File: config.mk
export PLATFORM = sky130hd
export DESIGN_NAME = i2c_rd_target
export DESIGN_NICKNAME = d
export VERILOG_FILES = /design/src/rtl/i2c_rd_pkg.sv /design/src/rtl/i2c_rd_sync.sv /design/src/rtl/i2c_rd_cond.sv /design/src/rtl/i2c_rd_evt.sv /design/src/rtl/i2c_rd_target.sv
export SDC_FILE = /design/constraint.sdc
export NUM_CORES = 1
export LEC_CHECK = 0
export BUFFER_PORTS_ARGS = -buffer_cell sky130_fd_sc_hd__buf_2
export CORE_MARGIN = 2
export CORE_UTILIZATION = 50
export CTS_CLUSTER_DIAMETER = 80
export DETAILED_ROUTE_END_ITERATION = 10
export GPL_TIMING_DRIVEN = 0
export PLACE_DENSITY = 0.73
export SETUP_SLACK_MARGIN = 0.15
export SYNTH_ARGS = -nofsm -noshare
export SYNTH_HDL_FRONTEND = slang
export SYNTH_SLANG_ARGS = --single-unit
File: constraint.sdc
create_clock -name clk -period 2.1 [get_ports clk]
set_clock_uncertainty 0.2 [all_clocks]
set_input_delay 0.525 -clock clk [delete_from_list [all_inputs] [get_ports clk]]
set_output_delay 0.525 -clock clk [all_outputs]
set_load 0.005 [all_outputs]
File: src/rtl/i2c_rd_pkg.sv
package i2c_rd_pkg;
    typedef enum logic [2:0] {
        ST_IDLE,
        ST_ADDR,
        ST_AACK,
        ST_SEND,
        ST_MACK,
        ST_SKIP
    } rd_state_t;

    localparam int EV_DONE  = 0;
    localparam int EV_ABORT = 1;
    localparam int EV_ERR   = 2;
    localparam int EV_N     = 3;
endpackage

File: src/rtl/i2c_rd_sync.sv
module i2c_rd_sync #(
    parameter int STAGES = 2,
    parameter int LINES  = 2
) (
    input  logic             clk,
    input  logic             rst_n,
    input  logic [LINES-1:0] din,
    output logic [LINES-1:0] dout
);
    for (genvar g = 0; g < LINES; g++) begin : g_line
        logic [STAGES-1:0] chain;
        always_ff @(posedge clk or negedge rst_n) begin
            if (!rst_n) chain <= '1;
            else        chain <= {chain[STAGES-2:0], din[g]};
        end
        assign dout[g] = chain[STAGES-1];
    end
endmodule

File: src/rtl/i2c_rd_cond.sv
module i2c_rd_cond (
    input  logic clk,
    input  logic rst_n,
    input  logic scl_s,
    input  logic sda_s,
    output logic scl_rise,
    output logic scl_fall,
    output logic start_det,
    output logic stop_det
);
    logic scl_p, sda_p;

    always_ff @(posedge clk or negedge rst_n) begin
        if (!rst_n) begin
            scl_p <= 1'b1;
            sda_p <= 1'b1;
        end else begin
            scl_p <= scl_s;
            sda_p <= sda_s;
        end
    end

    assign scl_rise  = scl_s & ~scl_p;
    assign scl_fall  = ~scl_s & scl_p;
    assign start_det = scl_s & scl_p & sda_p & ~sda_s;
    assign stop_det  = scl_s & scl_p & ~sda_p & sda_s;
endmodule

File: src/rtl/i2c_rd_evt.sv
module i2c_rd_evt #(
    parameter int N = 3
) (
    input  logic [N-1:0] raw,
    input  logic [N-1:0] mask,
    output logic [N-1:0] evt
);
    for (genvar g = 0; g < N; g++) begin : g_gate
        assign evt[g] = raw[g] & mask[g];
    end
endmodule

File: src/rtl/i2c_rd_target.sv
module i2c_rd_target
    import i2c_rd_pkg::*;
#(
    parameter int ADDR_W      = 7,
    parameter int DATA_W      = 8,
    parameter int SYNC_STAGES = 2
) (
    input  logic              clk,
    input  logic              rst_n,
    input  logic              scl_i,
    input  logic              sda_i,
    output logic              sda_oe,
    input  logic [ADDR_W-1:0] own_addr,
    input  logic              tx_ready,
    input  logic [DATA_W-1:0] tx_data,
    input  logic              tx_valid,
    input  logic              tx_last,
    output logic              tx_rdy,
    input  logic [EV_N-1:0]   evt_mask,
    output logic              evt_done,
    output logic              evt_abort,
    output logic              evt_err
);
    localparam int ABITS = ADDR_W + 1;
    localparam int MAXB  = (DATA_W > ABITS) ? DATA_W : ABITS;
    localparam int CNT_W = $clog2(MAXB + 1);
    localparam logic [CNT_W-1:0] ADDR_END = CNT_W'(ABITS);
    localparam logic [CNT_W-1:0] DATA_END = CNT_W'(DATA_W);

    logic [1:0] line_s;
    logic       scl_s, sda_s;
    logic       scl_rise, scl_fall, start_det, stop_det;

    i2c_rd_sync #(.STAGES(SYNC_STAGES), .LINES(2)) u_sync (
        .clk(clk), .rst_n(rst_n), .din({sda_i, scl_i}), .dout(line_s)
    );
    assign scl_s = line_s[0];
    assign sda_s = line_s[1];

    i2c_rd_cond u_cond (
        .clk(clk), .rst_n(rst_n), .scl_s(scl_s), .sda_s(sda_s),
        .scl_rise(scl_rise), .scl_fall(scl_fall),
        .start_det(start_det), .stop_det(stop_det)
    );

    rd_state_t         st, st_nx;
    logic [ABITS-1:0]  rx_sh;
    logic [DATA_W-1:0] tx_sh, nxt;
    logic [CNT_W-1:0]  cnt;
    logic              cur_last, nxt_last, un_pend, underrun, ack_q;
    logic [EV_N-1:0]   raw_c, raw_q, evt_v;

    logic addr_hit, accept, load_addr, load_tx, load_req, pop_req, reload;

    assign addr_hit  = (rx_sh[ABITS-1:1] == own_addr);
    assign accept    = addr_hit & rx_sh[0] & tx_ready;
    assign load_addr = (st == ST_ADDR) && scl_fall && (cnt == ADDR_END) && accept;
    assign load_tx   = (st == ST_SEND) && scl_fall && (cnt == DATA_END);
    assign load_req  = load_addr | load_tx;
    assign pop_req   = load_addr | (load_tx & ~underrun & ~cur_last);
    assign reload    = scl_fall && ((st == ST_AACK) ||
                       ((st == ST_MACK) && (ack_q || underrun)));

    // raw event conditions, registered into single-cycle pulses
    always_comb begin
        raw_c           = '0;
        raw_c[EV_DONE]  = (st == ST_MACK) && scl_rise && !sda_s && cur_last && !underrun;
        raw_c[EV_ABORT] = (st == ST_MACK) && scl_fall && !ack_q && !underrun;
        raw_c[EV_ERR]   = (st == ST_ADDR) && scl_fall && (cnt == ADDR_END) &&
                          addr_hit && rx_sh[0] && !tx_ready;
    end

    // next-state logic
    always_comb begin
        st_nx = st;
        if (start_det)     st_nx = ST_ADDR;
        else if (stop_det) st_nx = ST_IDLE;
        else begin
            unique case (st)
                ST_IDLE, ST_SKIP: ;
                ST_ADDR: if (scl_fall && cnt == ADDR_END) st_nx = accept ? ST_AACK : ST_SKIP;
                ST_AACK: if (scl_fall) st_nx = ST_SEND;
                ST_SEND: if (scl_fall && cnt == DATA_END) st_nx = ST_MACK;
                ST_MACK: if (scl_fall) st_nx = (ack_q || underrun) ? ST_SEND : ST_SKIP;
                default: st_nx = ST_IDLE;
            endcase
        end
    end

    // state register and datapath
    always_ff @(posedge clk or negedge rst_n) begin
        if (!rst_n) begin
            st       <= ST_IDLE;
            rx_sh    <= '0;
            tx_sh    <= '1;
            nxt      <= '1;
            cnt      <= '0;
            cur_last <= 1'b0;
            nxt_last <= 1'b0;
            un_pend  <= 1'b0;
            underrun <= 1'b0;
            ack_q    <= 1'b0;
            raw_q    <= '0;
        end else begin
            st    <= st_nx;
            raw_q <= raw_c;
            if (start_det) begin
                cnt      <= '0;
                cur_last <= 1'b0;
                un_pend  <= 1'b0;
                underrun <= 1'b0;
            end else begin
                if (st == ST_ADDR && scl_rise) begin
                    rx_sh <= {rx_sh[ABITS-2:0], sda_s};
                    cnt   <= cnt + 1'b1;
                end
                if (st == ST_SEND && scl_rise) cnt <= cnt + 1'b1;
                if (st == ST_SEND && scl_fall && cnt != DATA_END)
                    tx_sh <= {tx_sh[DATA_W-2:0], 1'b1};
                if (st == ST_MACK && scl_rise) ack_q <= ~sda_s;
                if (load_req) begin
                    if (pop_req && tx_valid) begin
                        nxt      <= tx_data;
                        nxt_last <= tx_last;
                        un_pend  <= 1'b0;
                    end else begin
                        nxt      <= '1;
                        nxt_last <= 1'b0;
                        un_pend  <= 1'b1;
                    end
                end
                if (reload) begin
                    tx_sh    <= nxt;
                    cur_last <= nxt_last;
                    underrun <= un_pend;
                    cnt      <= '0;
                end
            end
        end
    end

    // outputs
    always_comb begin
        unique case (st)
            ST_AACK: sda_oe = 1'b1;
            ST_SEND: sda_oe = ~tx_sh[DATA_W-1];
            default: sda_oe = 1'b0;
        endcase
    end

    assign tx_rdy = pop_req;

    i2c_rd_evt #(.N(EV_N)) u_evt (.raw(raw_q), .mask(evt_mask), .evt(evt_v));
    assign evt_done  = evt_v[EV_DONE];
    assign evt_abort = evt_v[EV_ABORT];
    assign evt_err   = evt_v[EV_ERR];
endmodule

== Word level (Yosys, flattened, before mapping) ==
Cells that the tools add are included.
Storage, ports and cells
  logic and storage cells: 117
  bits of input ports: 25
  memories kept: 0
  bits in latches: 0
  memory bits (read-only): 0
  RAM bits: 0
  output and inout bits: 5
  register bits: 45
Cells by class
  divide/modulo/power cells: 0
  $add $sub $neg: 1
  equality and inequality tests: 13
  multipliers: 0
  magnitude comparators: 0
  shift-type cells: 0
  reduce and logical (&&, ||, !) cells: 39
  bitwise operators: 24
  multiplexer cells: 25
Operators with widths (number)
  $mux W3: 8
  $mux W8: 3
  $logic_and A1 B1 Y1: 22
  $mux W4: 4
  $ne A4 B4 Y1 const B: 4
  $pmux W3 S5: 1
  $and A1 B1 Y1: 14
  $mux W1: 8
  $not A1 Y1: 8
  $reduce_and A2 Y1: 4
  $eq A7 B7 Y1: 1
  $eq A3 B2 Y1 const B: 2
  $eq A3 B3 Y1 const B: 2
  $reduce_bool A2 Y1: 3
  $reduce_and A5 Y1: 1
  $add A4 B1 Y4 const B: 1
  $eq A4 B4 Y1 const B: 1
  $logic_not A1 Y1: 4
  $ne A4 B3 Y1 const B: 1
  $reduce_bool A4 Y1: 1
  $eq A3 B1 Y1 const B: 1
  $logic_not A3 Y1: 1
  $ne A3 B3 Y1 const B: 1
  $logic_or A1 B1 Y1: 2
  other kinds (3): 4

== Logic depth before layout (Yosys ltp) ==
  depth in word-level cells: 11
  gate-level depth with buffers: 8
  depth with buffers taken out: 7

== Hierarchy ==
From an unflattened synthesis, not the netlist that was laid out.
Unflattened totals
  cells, all modules: 185
  area total of the unflattened synthesis: 2204.6 um^2
By module, submodules not included
  i2c_rd_target: seq. area each 996.0 um^2, cells each 170, times used 1, area each 1980.6 um^2
  i2c_rd_sync: seq. area each 105.1 um^2, cells each 6, times used 1, area each 120.1 um^2
  i2c_rd_cond: seq. area each 52.6 um^2, cells each 6, times used 1, area each 85.1 um^2
  i2c_rd_evt: seq. area each 0.0 um^2, cells each 3, times used 1, area each 18.8 um^2

== Worst setup path before layout ==
OpenSTA, ideal clock, no wires.
  path kind: input port to output port
  from: input own_addr[6]
  to: output tx_rdy
  cell stages on the path: 4
  required time: 1.375 ns
  arrival: 1.386 ns
  path slack: -0.011 ns
  buffers on the path: 0
  path through: xor2_1 nor4_2 a31oi_1 and2b_2
On the way
  longest elaborated chain between the ends: 5
RTL lines
  start: declaration: line i2c_rd_target.sv:13  | input logic [ADDR_W-1:0] own_addr,
  $eq A7 B7 Y1: line i2c_rd_target.sv:55  | assign addr_hit = (rx_sh[ABITS-1:1] == own_addr);
  $and A1 B1 Y1 (2 in series): line i2c_rd_target.sv:56  | assign accept = addr_hit & rx_sh[0] & tx_ready;
  $logic_and A1 B1 Y1: line i2c_rd_target.sv:57  | assign load_addr = (st == ST_ADDR) && scl_fall && (cnt == ADDR_END) && accept;
  $or A1 B1 Y1: line i2c_rd_target.sv:60  | assign pop_req = load_addr | (load_tx & ~underrun & ~cur_last);
  end: declaration: line i2c_rd_target.sv:18  | output logic tx_rdy,
No other way between the ends.

== Final worst setup path ==
  from: register rx_sh[6]
  to: output tx_rdy
On the way
  longest elaborated chain between the ends: 5
RTL lines
  start: declaration: line i2c_rd_target.sv:47  | logic [ABITS-1:0] rx_sh;
  start signal: assignment: line i2c_rd_target.sv:114  | rx_sh <= {rx_sh[ABITS-2:0], sda_s};
  $eq A7 B7 Y1: line i2c_rd_target.sv:55
  $and A1 B1 Y1 (2 in series): line i2c_rd_target.sv:56
  $logic_and A1 B1 Y1: line i2c_rd_target.sv:57
  $or A1 B1 Y1: line i2c_rd_target.sv:60
No other way between the ends.

==> metrics.md <==
| Metric | Value |
|---|---|
| Mapped Area | `2270 µm²` |
| Vias/cell | `5.46` |
| Period utilisation layout | `118%` |
| Critical Path Source | `rx_sh[6]` |
| Routed Antenna Nets | `0` |
| Starting density of the core | `52.2%` |
| CTS tree | `built` |
| Synth Area per Inst | `12.3 µm²` |
| # DRC | `0` |
| Non-filler cells, final | `roughly 290` |
| Grt ovf | `0` |
| Number of synthesized register bits | `45` |
| Tot Pwr | `2590 µW` |
| Startpoint Class | `register` |
| Worst VDD drop | `0.496 mV` |
| Data arrival, critical path | `~1.8 ns` |
| RR Startpoint | `cnt[0]` |
| Site Rows | `24` |
| Final TNS setup | `-0.401 ns` |
| Worst slew margin | `35.8%` |
| Final net count | `266` |
| Hold path startpoint | `sda_i` |
| Unrepaired setup endpoints after global routing | `true` |
| Synth Flop Type | `dfrtp_1` |
| Initial antenna violation count | `0` |
| Largest net degree at the start of global routing | `46` |
| Post-DP HPWL | `2810 µm` |
| Pre-CTS setup slack | `-0.374 ns` |
| Run status | `complete, but fails checks` |
| Post-Synthesis Net Count | `212` |
| Drt first pass iters | `4` |
| Routed length per instance | `roughly 15 µm` |
| Min-delay worst type | `primary input to register` |
| Root Buffer | `clkbuf_8` |
| Die height | `approximately 70 µm` |
| Worst Tran Pin Value | `0.963 ns` |
| Number of fill cells | `310` |
| Vias in the first global route | `1519` |
| Clk Latency, worst-skew pair | `0.30 ns` |
| Fmax | `between 400 and 500 MHz` |
| Fin. max-slew vios | `0` |
| CP Class | `register to output port` |
| # setup viols final | `4` |
| Area grow syn2layout | `26.2%` |
| Ratio of cells with drive above 1 in the final layout | `55.4%` |
| Total Routing Usage GR | `about 18%` |
| Htree depth | `2` |
| Clock Pin Slew Worst Setup and Hold Paths | `0.08 ns` |
| Pwr Density | `roughly 900 nW/µm²` |
| Crit Path Max Fanout | `5` |
| N_diodes | `0` |
| Leakage | `0.00130 µW` |
| Reg2reg setup slack | `-0.01 ns` |
| First-pass GRT wire length | `7030 µm` |
| Min Tclk post-route | `2.48 ns` |
| Cells after Synth | `185` |
| Routed vias | `1595` |
| Core box area | `4350 µm²` |
| Footprint of the multi-input gates | `1180 µm²` |
| Clock sink total | `45` |
| EDFF count, synth | `0` |
| Die X-Extent | `71.4 µm` |
| Die area | `roughly 5000 µm²` |
| Post-synthesis cell type count | `57` |
| IO Count | `30` |
| Number of I/O port buffers | `29` |
| Kind of end point of the critical path | `output port` |
| Synth async-reset ratio | `100%` |
| Final hold vios | `0` |
| Routed WL | `approximately 4500 µm` |
| Max-Cap Viols | `0` |
| Synth Warn # | `0` |
| Initial DRC Count | `between 70 and 80` |
| Hold buffer count at CTS | `0` |
| TritonCTS Buffers | `5` |
| GP Congestion | `around 0.8` |
| CP Data Required Time | `~1.4 ns` |
| Max Buffers Root-to-Sink | `2` |
| Sequential share of the synthesized area | `50.7%` |
| DP Cell Count | `266` |
| Register Area | `1150 µm²` |
| Fin worst setup slack | `-0.376 ns` |
| Violated checks | `setup timing` |
[final cells by class]
type,instances,share of cell area [%]
Buffer,7,2.18
Multi-Input combinational cell,127,41.2
Clock inverter,1,0.262
Timing Repair Buffer,47,10.4
Clock buffer,7,2.66
Tap cell,52,2.27
Sequential cell,45,40.3
Inverter,6,0.785
[per-layer routing]
layer / up-vias / GRT usage [%] / wire length, µm
met5: - / 0 / 0
met4: 0 / 8.81 / 74
met3: 7 / 3.52 / 209
met2: 43 / 28.1 / 2240
met1: 780 / 24.0 / 1970
li1: 765 / - / -
[cell families after synthesis]
| family | count (synthesis) | share of synthesized area (%) |
|---|---|---|
| AND/OR/NAND/NOR | 58 | 17.0 |
| flip-flops | 45 | 50.7 |
| AO/OA/AOI/OAI | 28 | 9.74 |
| multiplexers | 26 | 12.7 |
| buffers and inverters | 13 | 3.41 |
| XOR/XNOR | 12 | 4.95 |
| adder cells (fa/ha/maj) | 3 | 1.54 |
[cells in the mapped netlist (2+ instances only)]
library cell / count / area, µm²
nand4b_1: 2 / 17.5
inv_1: 6 / 22.5
nor4b_1: 2 / 17.5
nand3_1: 2 / 10.0
a21oi_1: 4 / 20.0
buf_2: 2 / 10.0
nand2_1: 7 / 26.3
dfstp_2: 22 / 578
xor2_1: 9 / 78.8
dfrtp_1: 23 / 576
o22a_1: 8 / 70.1
buf_6: 3 / 33.8
or3_1: 2 / 12.5
nor2_1: 12 / 45.0
nor2b_1: 3 / 18.8
xnor2_1: 2 / 17.5
and2_1: 3 / 18.8
mux2_1: 5 / 56.3
o21ai_0: 3 / 15.0
mux2i_1: 4 / 40.0
nand2b_1: 4 / 25.0
nor3_1: 4 / 20.0
ha_1: 2 / 25.0
mux2_2: 17 / 191
nor3_4: 2 / 32.5
[placed cells by master (no fill, tap or decap), types with 2 or more instances in the layout]
master    Yosys  final
buf_2         2     30
dfrtp_1      23     22
dfstp_2      22     22
buf_4         1     15
mux2_2       17     13
nor2_1       12     12
mux2_4        0      9
xor2_1        9      8
o22a_1        8      8
buf_6         3      7
nand2_1       7      7
inv_1         6      6
clkbuf_8      0      5
nand2b_4      1      4
nor3_1        4      4
mux2i_1       4      4
nor3_4        2      3
and2_1        3      3
a21oi_1       4      3
xor2_2        1      2
nor4_4        1      2
nand3_1       2      2
nor4b_1       2      2
xnor2_1       2      2
nand4b_1      2      2
o21ai_0       3      2
clkbuf_1      1      2
[report_power, final]
group / internal [µW] / total (µW) / switching, µW
logic: 472 / 910 / 438
clock network: 236 / 528 / 293
registers: 1030 / 1150 / 123
[worst max-delay path, stage by stage, from the launching register on]
cell     delay (ns)
dfrtp_1        0.41
xor2_1         0.17
nor4_4         0.27
buf_4          0.18
a31oi_1        0.09
and2b_2        0.24
buf_2          0.10
[repair_timing]
item / in CTS / in global routing
pin swaps: 7 / 10
gates cloned: 0 / 0
buffers inserted: 9 / 9
resized for setup: 18 / 19
setup endpoints to repair: 20 / 25
[flip-flops by register name, indices dropped and copies added (netlist names), 3 cells and up]
name                 flops
cnt                      4
nxt                      8
raw_q                    3
rx_sh                    8
st                       3
tx_sh                    8
u_sync.g_line.chain      4
[through the flow]
stage | util (%) | instance area, µm² | hold slack (ns)
finish | 65.9 | 2870 | 0.120
global route | 65.9 | 2870 | 0.106
CTS | 62.9 | 2740 | 0.112
detailed placement | 57.6 | 2510 | 0.148
global placement | 57.6 | 2510 | 0.146
floorplan | - | 2300 | 0.0294
[path summary, 6_finish.rpt]
kind,depth (start not counted),endpoint
max in group asynchronous,1,st[0]
worst min register to register,0,u_sync.g_line[1].chain[1]
worst max register to register,10,nxt[5]
worst max-delay path,6,tx_rdy
worst min-delay path,1,u_sync.g_line[1].chain[0]
min in group asynchronous,1,raw_q[2]
(Power assumes the default switching activity.)
